$ cat src/rtl/bic_pkg.sv
package bic_pkg;
  localparam int REG_W      = 16;
  localparam int AREA_W     = 3;
  localparam int CNT_W      = 3;
  localparam int WAIT_EN_BIT = 15;

  localparam logic [REG_W-1:0] CFG_A_RST  = 16'h3FF3;
  localparam logic [REG_W-1:0] CFG_A_MASK = 16'hBFF3;
  localparam logic [REG_W-1:0] CFG_B_RST  = 16'hFFFF;

  typedef enum logic [1:0] {ST_IDLE, ST_GAP, ST_ACC} seq_st_t;

  // idle cycles owed after an access to 'area' (code 0x -> 1, 10 -> 2, 11 -> 3)
  function automatic logic [CNT_W-1:0] idle_cycles(input logic [REG_W-1:0] a,
                                                   input logic [AREA_W-1:0] area);
    logic [1:0] code;
    case (area)
      3'd0:    code = a[1:0];
      3'd2:    code = a[5:4];
      3'd3:    code = a[7:6];
      3'd4:    code = a[9:8];
      3'd5:    code = a[11:10];
      3'd6:    code = a[13:12];
      default: code = 2'b00;
    endcase
    return code[1] ? CNT_W'(code) : CNT_W'(1);
  endfunction

  function automatic logic [CNT_W-1:0] wait_cycles(input logic [REG_W-1:0] b,
                                                   input logic [AREA_W-1:0] area);
    case (area)
      3'd0:    return b[2:0];
      3'd2:    return {1'b0, b[4:3]};
      3'd3:    return {1'b0, b[6:5]};
      3'd4:    return b[9:7];
      3'd5:    return b[12:10];
      3'd6:    return b[15:13];
      default: return '0;
    endcase
  endfunction
endpackage

$ cat src/rtl/bic_rst_sync.sv
module bic_rst_sync #(
  parameter int STAGES = 2
) (
  input  logic clk,
  input  logic rst_n,
  output logic rst_s_n
);
  logic [STAGES-1:0] sr_q;

  always_ff @(posedge clk or negedge rst_n) begin
    if (!rst_n) sr_q <= '0;
    else        sr_q <= {sr_q[STAGES-2:0], 1'b1};
  end

  assign rst_s_n = sr_q[STAGES-1];
endmodule

$ cat src/rtl/bic_regs.sv
module bic_regs
  import bic_pkg::*;
(
  input  logic             clk,
  input  logic             rst_n,
  input  logic             warm_clr,
  input  logic             wr_en,
  input  logic             sel,
  input  logic [REG_W-1:0] wdata,
  output logic [REG_W-1:0] rdata,
  output logic [REG_W-1:0] cfg_a,
  output logic [REG_W-1:0] cfg_b
);
  logic [REG_W-1:0] a_q, a_d, b_q, b_d;

  always_comb begin
    a_d = a_q;
    b_d = b_q;
    if (warm_clr)            a_d = CFG_A_RST;
    else if (wr_en && !sel)  a_d = wdata & CFG_A_MASK;
    if (wr_en && sel)        b_d = wdata;
  end

  always_ff @(posedge clk or negedge rst_n) begin
    if (!rst_n) begin
      a_q <= CFG_A_RST;
      b_q <= CFG_B_RST;
    end else begin
      a_q <= a_d;
      b_q <= b_d;
    end
  end

  assign cfg_a = a_q;
  assign cfg_b = b_q;
  assign rdata = sel ? b_q : a_q;
endmodule

$ cat src/rtl/bic_wait_smp.sv
module bic_wait_smp (
  input  logic clk,
  input  logic rst_n,
  input  logic ext_wait,
  output logic wait_smp
);
  always_ff @(negedge clk or negedge rst_n) begin
    if (!rst_n) wait_smp <= 1'b0;
    else        wait_smp <= ext_wait;
  end
endmodule

$ cat src/rtl/bic_seq.sv
module bic_seq
  import bic_pkg::*;
(
  input  logic              clk,
  input  logic              rst_n,
  input  logic              warm_clr,
  input  logic [REG_W-1:0]  cfg_a,
  input  logic [REG_W-1:0]  cfg_b,
  input  logic              req,
  input  logic [AREA_W-1:0] req_area,
  input  logic              req_wr,
  input  logic              wait_smp,
  output logic              req_rdy,
  output logic              ack,
  output logic              cyc_gap,
  output logic              cyc_strb
);
  seq_st_t           st_q, st_d;
  logic [CNT_W-1:0]  cnt_q, cnt_d, wq_q, wq_d;
  logic [AREA_W-1:0] cur_area_q, cur_area_d, last_area_q, last_area_d;
  logic              cur_wr_q, cur_wr_d, last_wr_q, last_wr_d, hist_q, hist_d;

  logic              hold, take, ref_v, ref_wr, need_gap;
  logic [AREA_W-1:0] ref_area;
  logic [CNT_W-1:0]  gap_n, wait_n;
  logic              unused_rsv;

  assign unused_rsv = ^{cfg_a[14], cfg_a[3:2]};

  always_comb begin
    hold     = cfg_a[WAIT_EN_BIT] && wait_smp;
    ack      = (st_q == ST_ACC) && (cnt_q == '0) && !hold;
    req_rdy  = (st_q == ST_IDLE) || ack;
    take     = req && req_rdy;
    ref_area = ack ? cur_area_q : last_area_q;
    ref_wr   = ack ? cur_wr_q   : last_wr_q;
    ref_v    = ack || hist_q;
    need_gap = ref_v && ((req_area != ref_area) || (req_wr != ref_wr));
    gap_n    = idle_cycles(cfg_a, ref_area);
    wait_n   = wait_cycles(cfg_b, req_area);

    st_d        = st_q;
    cnt_d       = cnt_q;
    wq_d        = wq_q;
    cur_area_d  = cur_area_q;
    cur_wr_d    = cur_wr_q;
    last_area_d = last_area_q;
    last_wr_d   = last_wr_q;
    hist_d      = hist_q;

    if (ack) begin
      last_area_d = cur_area_q;
      last_wr_d   = cur_wr_q;
      hist_d      = 1'b1;
    end

    case (st_q)
      ST_GAP: begin
        if (cnt_q == '0) begin
          st_d  = ST_ACC;
          cnt_d = wq_q;
        end else begin
          cnt_d = cnt_q - CNT_W'(1);
        end
      end
      ST_ACC: begin
        if (cnt_q != '0) cnt_d = cnt_q - CNT_W'(1);
        else if (ack)    st_d  = ST_IDLE;
      end
      default: ;
    endcase

    if (take) begin
      cur_area_d = req_area;
      cur_wr_d   = req_wr;
      wq_d       = wait_n;
      if (need_gap) begin
        st_d  = ST_GAP;
        cnt_d = gap_n - CNT_W'(1);
      end else begin
        st_d  = ST_ACC;
        cnt_d = wait_n;
      end
    end

    if (warm_clr) begin
      st_d   = ST_IDLE;
      cnt_d  = '0;
      hist_d = 1'b0;
    end
  end

  always_ff @(posedge clk or negedge rst_n) begin
    if (!rst_n) begin
      st_q        <= ST_IDLE;
      cnt_q       <= '0;
      wq_q        <= '0;
      cur_area_q  <= '0;
      cur_wr_q    <= 1'b0;
      last_area_q <= '0;
      last_wr_q   <= 1'b0;
      hist_q      <= 1'b0;
    end else begin
      st_q        <= st_d;
      cnt_q       <= cnt_d;
      wq_q        <= wq_d;
      cur_area_q  <= cur_area_d;
      cur_wr_q    <= cur_wr_d;
      last_area_q <= last_area_d;
      last_wr_q   <= last_wr_d;
      hist_q      <= hist_d;
    end
  end

  assign cyc_gap  = (st_q == ST_GAP);
  assign cyc_strb = (st_q == ST_ACC);
endmodule

$ cat src/rtl/bus_idle_wait_ctrl.sv
module bus_idle_wait_ctrl
  import bic_pkg::*;
(
  input  logic              clk,
  input  logic              rst_n,
  input  logic              warm_rst_n,
  input  logic              reg_wr,
  input  logic              reg_sel,
  input  logic [REG_W-1:0]  reg_wdata,
  output logic [REG_W-1:0]  reg_rdata,
  input  logic              req,
  input  logic [AREA_W-1:0] req_area,
  input  logic              req_wr,
  output logic              req_rdy,
  output logic              ack,
  input  logic              ext_wait,
  output logic              cyc_gap,
  output logic              cyc_strb
);
  logic             rst_s_n, warm_clr, wait_smp, wait_en;
  logic [REG_W-1:0] cfg_a, cfg_b;

  assign warm_clr = !warm_rst_n;
  assign wait_en  = cfg_a[WAIT_EN_BIT];

  bic_rst_sync #(.STAGES(2)) u_rst (
    .clk(clk), .rst_n(rst_n), .rst_s_n(rst_s_n)
  );

  bic_regs u_regs (
    .clk(clk), .rst_n(rst_s_n), .warm_clr(warm_clr), .wr_en(reg_wr),
    .sel(reg_sel), .wdata(reg_wdata), .rdata(reg_rdata),
    .cfg_a(cfg_a), .cfg_b(cfg_b)
  );

  bic_wait_smp u_wsmp (
    .clk(clk), .rst_n(rst_s_n), .ext_wait(ext_wait), .wait_smp(wait_smp)
  );

  bic_seq u_seq (
    .clk(clk), .rst_n(rst_s_n), .warm_clr(warm_clr), .cfg_a(cfg_a),
    .cfg_b(cfg_b), .req(req), .req_area(req_area), .req_wr(req_wr),
    .wait_smp(wait_smp), .req_rdy(req_rdy), .ack(ack),
    .cyc_gap(cyc_gap), .cyc_strb(cyc_strb)
  );
endmodule

$ cat config.mk
export PLATFORM = sky130hd
export DESIGN_NAME = bus_idle_wait_ctrl
export DESIGN_NICKNAME = d
export VERILOG_FILES = /design/src/rtl/bic_pkg.sv /design/src/rtl/bic_rst_sync.sv /design/src/rtl/bic_regs.sv /design/src/rtl/bic_wait_smp.sv /design/src/rtl/bic_seq.sv /design/src/rtl/bus_idle_wait_ctrl.sv
export SDC_FILE = /design/constraint.sdc
export NUM_CORES = 1
export LEC_CHECK = 0
export ABC_AREA = 0
export BUFFER_PORTS_ARGS = -buffer_cell sky130_fd_sc_hd__buf_2
export CORE_UTILIZATION = 60
export DETAILED_ROUTE_END_ITERATION = 8
export MAX_ROUTING_LAYER = met4
export PLACE_DENSITY_LB_ADDON = 0.15
export SYNTH_ARGS = -nofsm -noshare
export SYNTH_HDL_FRONTEND = slang
export SYNTH_HIERARCHICAL = 1
export SYNTH_SLANG_ARGS = --single-unit
$ cat constraint.sdc
create_clock -name clk -period 4.5 [get_ports clk]
set_input_delay 0.675 -clock clk [delete_from_list [all_inputs] [get_ports clk]]
set_output_delay 0.675 -clock clk [all_outputs]
set_load 0.005 [all_outputs]
==> results of run 1 <==
==> cell usage in the layout, fill, tap and decap left out, types with 2 or more instances in the layout <==
master and n:
o21ai_1 8, nand2_1 24, mux2i_1 18, nor3_1 2, o211ai_1 2, a31oi_1 2
buf_4 4, nor2_1 29, ha_1 5, inv_1 13, clkbuf_8 5, mux2_2 30
or4_1 3, and2_4 3, buf_2 46, nand3b_1 6, and2_1 5, nand2b_1 9
o21ai_0 14, a21oi_1 17, nor2b_1 5, nand4_1 2, dfstp_2 28, dfrtp_1 19
nand2_4 2, nand3_1 2, a22oi_1 2, nor4b_1 2
==> state kept, by name, summed over array words and instances, names as in the netlist <==
register / count
u_seq/cur_area_q: 3
u_seq/wq_q: 3
u_seq/last_area_q: 3
u_seq/last_wr_q: 1
u_seq/cnt_q: 3
u_rst/sr_q: 2
u_regs/cfg_a: 13
u_seq/cur_wr_q: 1
u_regs/cfg_b: 16
u_seq/hist_q: 1
u_seq/st_q: 2
u_wsmp/wait_smp: 1
==> area by class of cell <==
class	count	area share, %
timing repair buffer	50	7.81
tap	67	2.52
multi-input combinational	217	46.2
clock buffer	6	2.82
clock inverter	2	1.05
sequential	49	37.9
inverter	14	1.73
==> per-stage QoR <==
| step | setup slack (ns) | util, % | power (mW) | hold WS, ns | cell area, um2 |
|---|---|---|---|---|---|
| after floorplan | 0.539 | - | 1.22 | 0.331 | 2970 |
| final | 0.298 | 70.1 | 1.74 | 0.125 | 3330 |
| after CTS | 0.300 | 70.1 | 1.74 | 0.117 | 3330 |
| after global placement | 0.451 | 67.4 | 1.36 | 0.339 | 3200 |
| after global routing | 0.206 | 70.1 | 1.86 | 0.114 | 3330 |
| after detailed placement | 0.390 | 67.4 | 1.39 | 0.348 | 3200 |
==> critical path, cell delays in order, from the launching register on <==
cell and delay, ns:
dfrtn_1 0.40, nand2_1 0.17, nand2_4 0.19, nand2b_1 0.08
buf_2 0.13
==> layer usage <==
layer	global-route usage, %	routed length, um	vias up
met4	8.71	80	0
li1	-	-	1115
met3	5.14	299	7
met5	-	0	-
met2	42.6	3100	65
met1	37.3	3040	1142
==> power breakdown <==
group	switching (mW)	internal (mW)	total (mW)
registers	0.0835	0.556	0.640
clock network	0.156	0.199	0.355
logic	0.415	0.331	0.746
==> how the worst max path moves through the flow <==
stage	start	end	slack [ns]	cells past startpoint
2_1_floorplan	u_wsmp/wait_smp	u_seq/cnt_q[0]	0.54	8
6_report	u_wsmp/wait_smp	req_rdy	0.30	4
3_5_place_dp	u_wsmp/wait_smp	u_seq/st_q[0]	0.39	7
3_3_place_gp	u_wsmp/wait_smp	u_seq/st_q[0]	0.45	7
4_1_cts	u_wsmp/wait_smp	req_rdy	0.30	4
5_1_grt	u_wsmp/wait_smp	u_seq/st_q[0]	0.21	7
==> results.cfg, run 1 <==
[flow_run]
maxCapViolations = 0

[final_layout]
design.final.nets = 369
non_filler_cells_final = 405
post_route_cells_drive_above_1_share_pct = 39.6
n_antenna_cell = 0
ff_latch_area_mm2 = 0.00126
synth_to_layout_area_growth_pct = 12.3
multiInputGateArea_mm2 = 0.00154
n_fill_cell = 383

[floorplan]
fp.dieW_um = 72.3
fp.dieH_um = 72.3
total_number_of_placement_rows = 25
boundaryPins = 47
core-area_mm2 = 0.00475
floorplan.die_area_mm2 = 0.00523
initial_core_util_pct = 62.4

[setup_path]
crit-reg2reg-launch = u_wsmp/wait_smp
startpoint_type = register
r2r_end = u_seq/st_q[0]
ff2ff_path_depth = 7
cp.arrival_ns = 3.53
worstSetupEndpointType = primary output
critical_path.max_fanout = 7
crit_type = reg -> out
ff2ff_setup_slack_ns = 0.37
cp.required_ns = 3.83

[cts]
cells_resized_by_post_cts_repair = 0
cts_root_buf = clkbuf_8
clkTransAtPathRegs_ns = 0.09
cts_buffers = 5
post_cts_buffers = 0
cts_tree = done
cts.path.max_buffers = 2
worstSkewPairLatency_ns = 0.31
post_cts_hold_buffer_count = 0
cts-htree-levels = 2
clock_sinks = 49

[timing]
rsz0062_at_grt = no
hold_viol = 0
timing.final.max_slew_violations = 0
fin_worst_skew_ns = 0.00634
setup_tns_ns = 0
timing.max_slew.rel_slack_pct = 31.8
worst_slew_pin_slew_ns = 1.02
final-setup-viol-count = 0

[logic_synthesis]
synth.net_count = 329
synth_warnings = 6
syn_inst = 297
synth_area_mm2 = 0.00297
synth.avg_cell_area_um2 = 9.99

[power]
maximum_vdd_drop_uv = 369
static-leakage-power_nw = 1.44
pwr_density_cell_mw_per_mm2 = 522

[routing]
antenna_violating_nets_post_route = 0
post-route-drc-count = 0
viasPerCell = 5.75
route.vias.total = 2329
initialDrtViolationCount = 248
detailedRoute.firstPassIterationCount = 4
detail_route.wl_per_cell_um = 16.1
postRouteWirelength_um = 6530

[placed_design]
placedCellCount = 397
port_buffers = 46
global_placement_routability_congestion = 0.866
place.detailed.hpwl_um = 4680

[global_route]
first_global_vias = 2221
globalRouteOverflowTotal = 0
number_of_antenna_violations_at_the_first_check_in_global_routing = 0
wire_length_of_the_first_global_routing_pass_um = 10700
maximum_number_of_pins_on_one_net_before_global_route_repair = 47
track_usage_pct = 27.7

[min_path]
min_path_type = in -> async

[status]
run_status = finished, final reports clean
No activity file was read; power rests on OpenSTA's default activity.
==> run 2: changes to the inputs <==
--- a/config.mk
+++ b/config.mk
@@ -10,7 +10,7 @@
 export CORE_UTILIZATION = 60
 export DETAILED_ROUTE_END_ITERATION = 8
 export MAX_ROUTING_LAYER = met4
-export PLACE_DENSITY_LB_ADDON = 0.15
+export PLACE_DENSITY = 0.95
 export SYNTH_ARGS = -nofsm -noshare
 export SYNTH_HDL_FRONTEND = slang
 export SYNTH_HIERARCHICAL = 1
==> run 2 against run 1 <==
  * Non-clock buffer count unchanged
  * Combinational power increased by 2%
  * Hold slack better by 0.013 ns
  * First-iteration DRC count is 31% lower
  * Sequential power about the same
  * Critical path depth stayed put
  * Largest power group unchanged
==> results.cfg, run 2 (same netlist as run 1, synthesis figures left out) <==
[final_layout]
non_filler_cells_final = 405
design.final.nets = 369
mostFrequentLayoutCell = buf_2
post_route_cells_drive_above_1_share_pct = 39.6
synth_to_layout_area_growth_pct = 11.3
largest_register_ffs = 16
n_antenna_cell = 0
commonest_cells_after_routing_fill_and_taps_aside = buf_2, mux2_2, nor2_1

[routing]
detailedRoute.firstPassIterationCount = 5
antenna_violating_nets_post_route = 0
post-route-drc-count = 0
viasPerCell = 5.94
initialDrtViolationCount = 170
route.vias.total = 2404
postRouteWirelength_um = 6880
detail_route.wl_per_cell_um = 17.0

[floorplan]
fp.dieW_um = 72.3
boundaryPins = 47
core-area_mm2 = 0.00475
initial_core_util_pct = 62.4
fp.dieH_um = 72.3
total_number_of_placement_rows = 25
floorplan.die_area_mm2 = 0.00523

[timing]
fin_hold_ws_ns = 0.138
timing.max_slew.rel_slack_pct = 38.5
setup_tns_ns = 0
timing.final.max_slew_violations = 0
fin_worst_skew_ns = 0.00652
rsz0062_at_grt = no
hold_viol = 0
final-setup-viol-count = 0
worst_slew_pin_slew_ns = 0.922

[setup_path]
setup.worst_path.start = u_wsmp/wait_smp
slowest_stage = dfrtn_1
slowest_delay_ns = 0.41
critical_path.cell_chain = nand2_1 > nand2_4 > nand2b_1 > buf_2
startpoint_type = register
crit_type = reg -> out
critical_path.max_fanout = 7
worstSetupEndpointType = primary output
cp.required_ns = 3.83
cp.arrival_ns = 3.57
crit-reg2reg-launch = u_wsmp/wait_smp

[power]
maximum_vdd_drop_uv = 249
design_power_total_mw = 1.68
static-leakage-power_nw = 1.43
pwr_density_cell_mw_per_mm2 = 508

[cts]
cts_root_buf = clkbuf_8
clock_sinks = 49
clkTransAtPathRegs_ns = 0.09
post_cts_buffers = 0
cts_tree = done
cts_buffers = 5
post_cts_hold_buffer_count = 0
cells_resized_by_post_cts_repair = 0
cts-htree-levels = 2
cts.path.max_buffers = 2
worstSkewPairLatency_ns = 0.30

[global_route]
maximum_number_of_pins_on_one_net_before_global_route_repair = 47
track_usage_pct = 29.0
number_of_antenna_violations_at_the_first_check_in_global_routing = 0
first_global_vias = 2370
globalRouteOverflowTotal = 0
wire_length_of_the_first_global_routing_pass_um = 11100

[placed_design]
global_placement_routability_congestion = 0.855
placedCellCount = 397
place.detailed.hpwl_um = 4970
port_buffers = 46

[flow_run]
maxCapViolations = 0

[min_path]
min_path_type = in -> async

[status]
run_status = finished, final reports clean
run 2: cell types whose count changed in the layout (fill, tap and decap cells not counted):
cell / previous run / this run
clkbuf_8: 5 / 6
clkinv_4: 0 / 1
clkbuf_16: 1 / 0
bufinv_16: 1 / 0
inv_6: 1 / 2
clkinv_2: 1 / 0
run 2: path summary, 6_finish.rpt:
check                             endpoint  slack (ns)  depth (start not counted)
max                                req_rdy        0.26                          4
min                          u_rst/sr_q[1]        0.14                          1
max reg2reg                  u_seq/st_q[1]        0.36                          7
min reg2reg                  u_rst/sr_q[1]        0.36                          0
max in group asynchronous  u_wsmp/wait_smp        2.18                          0
min in group clk             u_rst/sr_q[1]        0.36                          0
run 2: area by class of cell:
cell class / instances / area (um2)
flip-flops and latches: 49 / 1260
clock buffers: 6 / 82.6
fillers: 381 / 1450
inverters: 14 / 57.6
multi-input cells: 217 / 1540
well taps: 67 / 83.8
clock inverters: 2 / 17.5
repair buffers: 50 / 260
run 2: critical path, delay by kind of cell, from the launching register on:
family        cells  cell delay (ns)
simple gates      3             0.47
buf+inv           1             0.13
flops             1             0.41
run 2: metal layers:
layer | GRT usage [%] | up-vias | routed length (um)
li1 | - | 1116 | -
met3 | 4.72 | 17 | 339
met1 | 35.8 | 1181 | 2910
met4 | 10.9 | 0 | 155
met2 | 48.1 | 90 | 3470
met5 | - | - | 0
run 2: stage by stage:
| step | utilization [%] | worst slack [ns] | cell area (um2) |
|---|---|---|---|
| final | 69.5 | 0.259 | 3300 |
| after global routing | 69.5 | 0.183 | 3300 |
| after CTS | 69.5 | 0.261 | 3300 |
| after detailed placement | 67.4 | 0.404 | 3200 |
| after global placement | 67.4 | 0.439 | 3200 |
| after floorplan | - | 0.539 | 2970 |
run 2: power by group:
part           internal, mW  leakage (nW)  switching, mW
combinational         0.331         0.818          0.429
sequential            0.556         0.559         0.0806
clock                 0.128        0.0518          0.154
total                  1.02          1.43          0.663
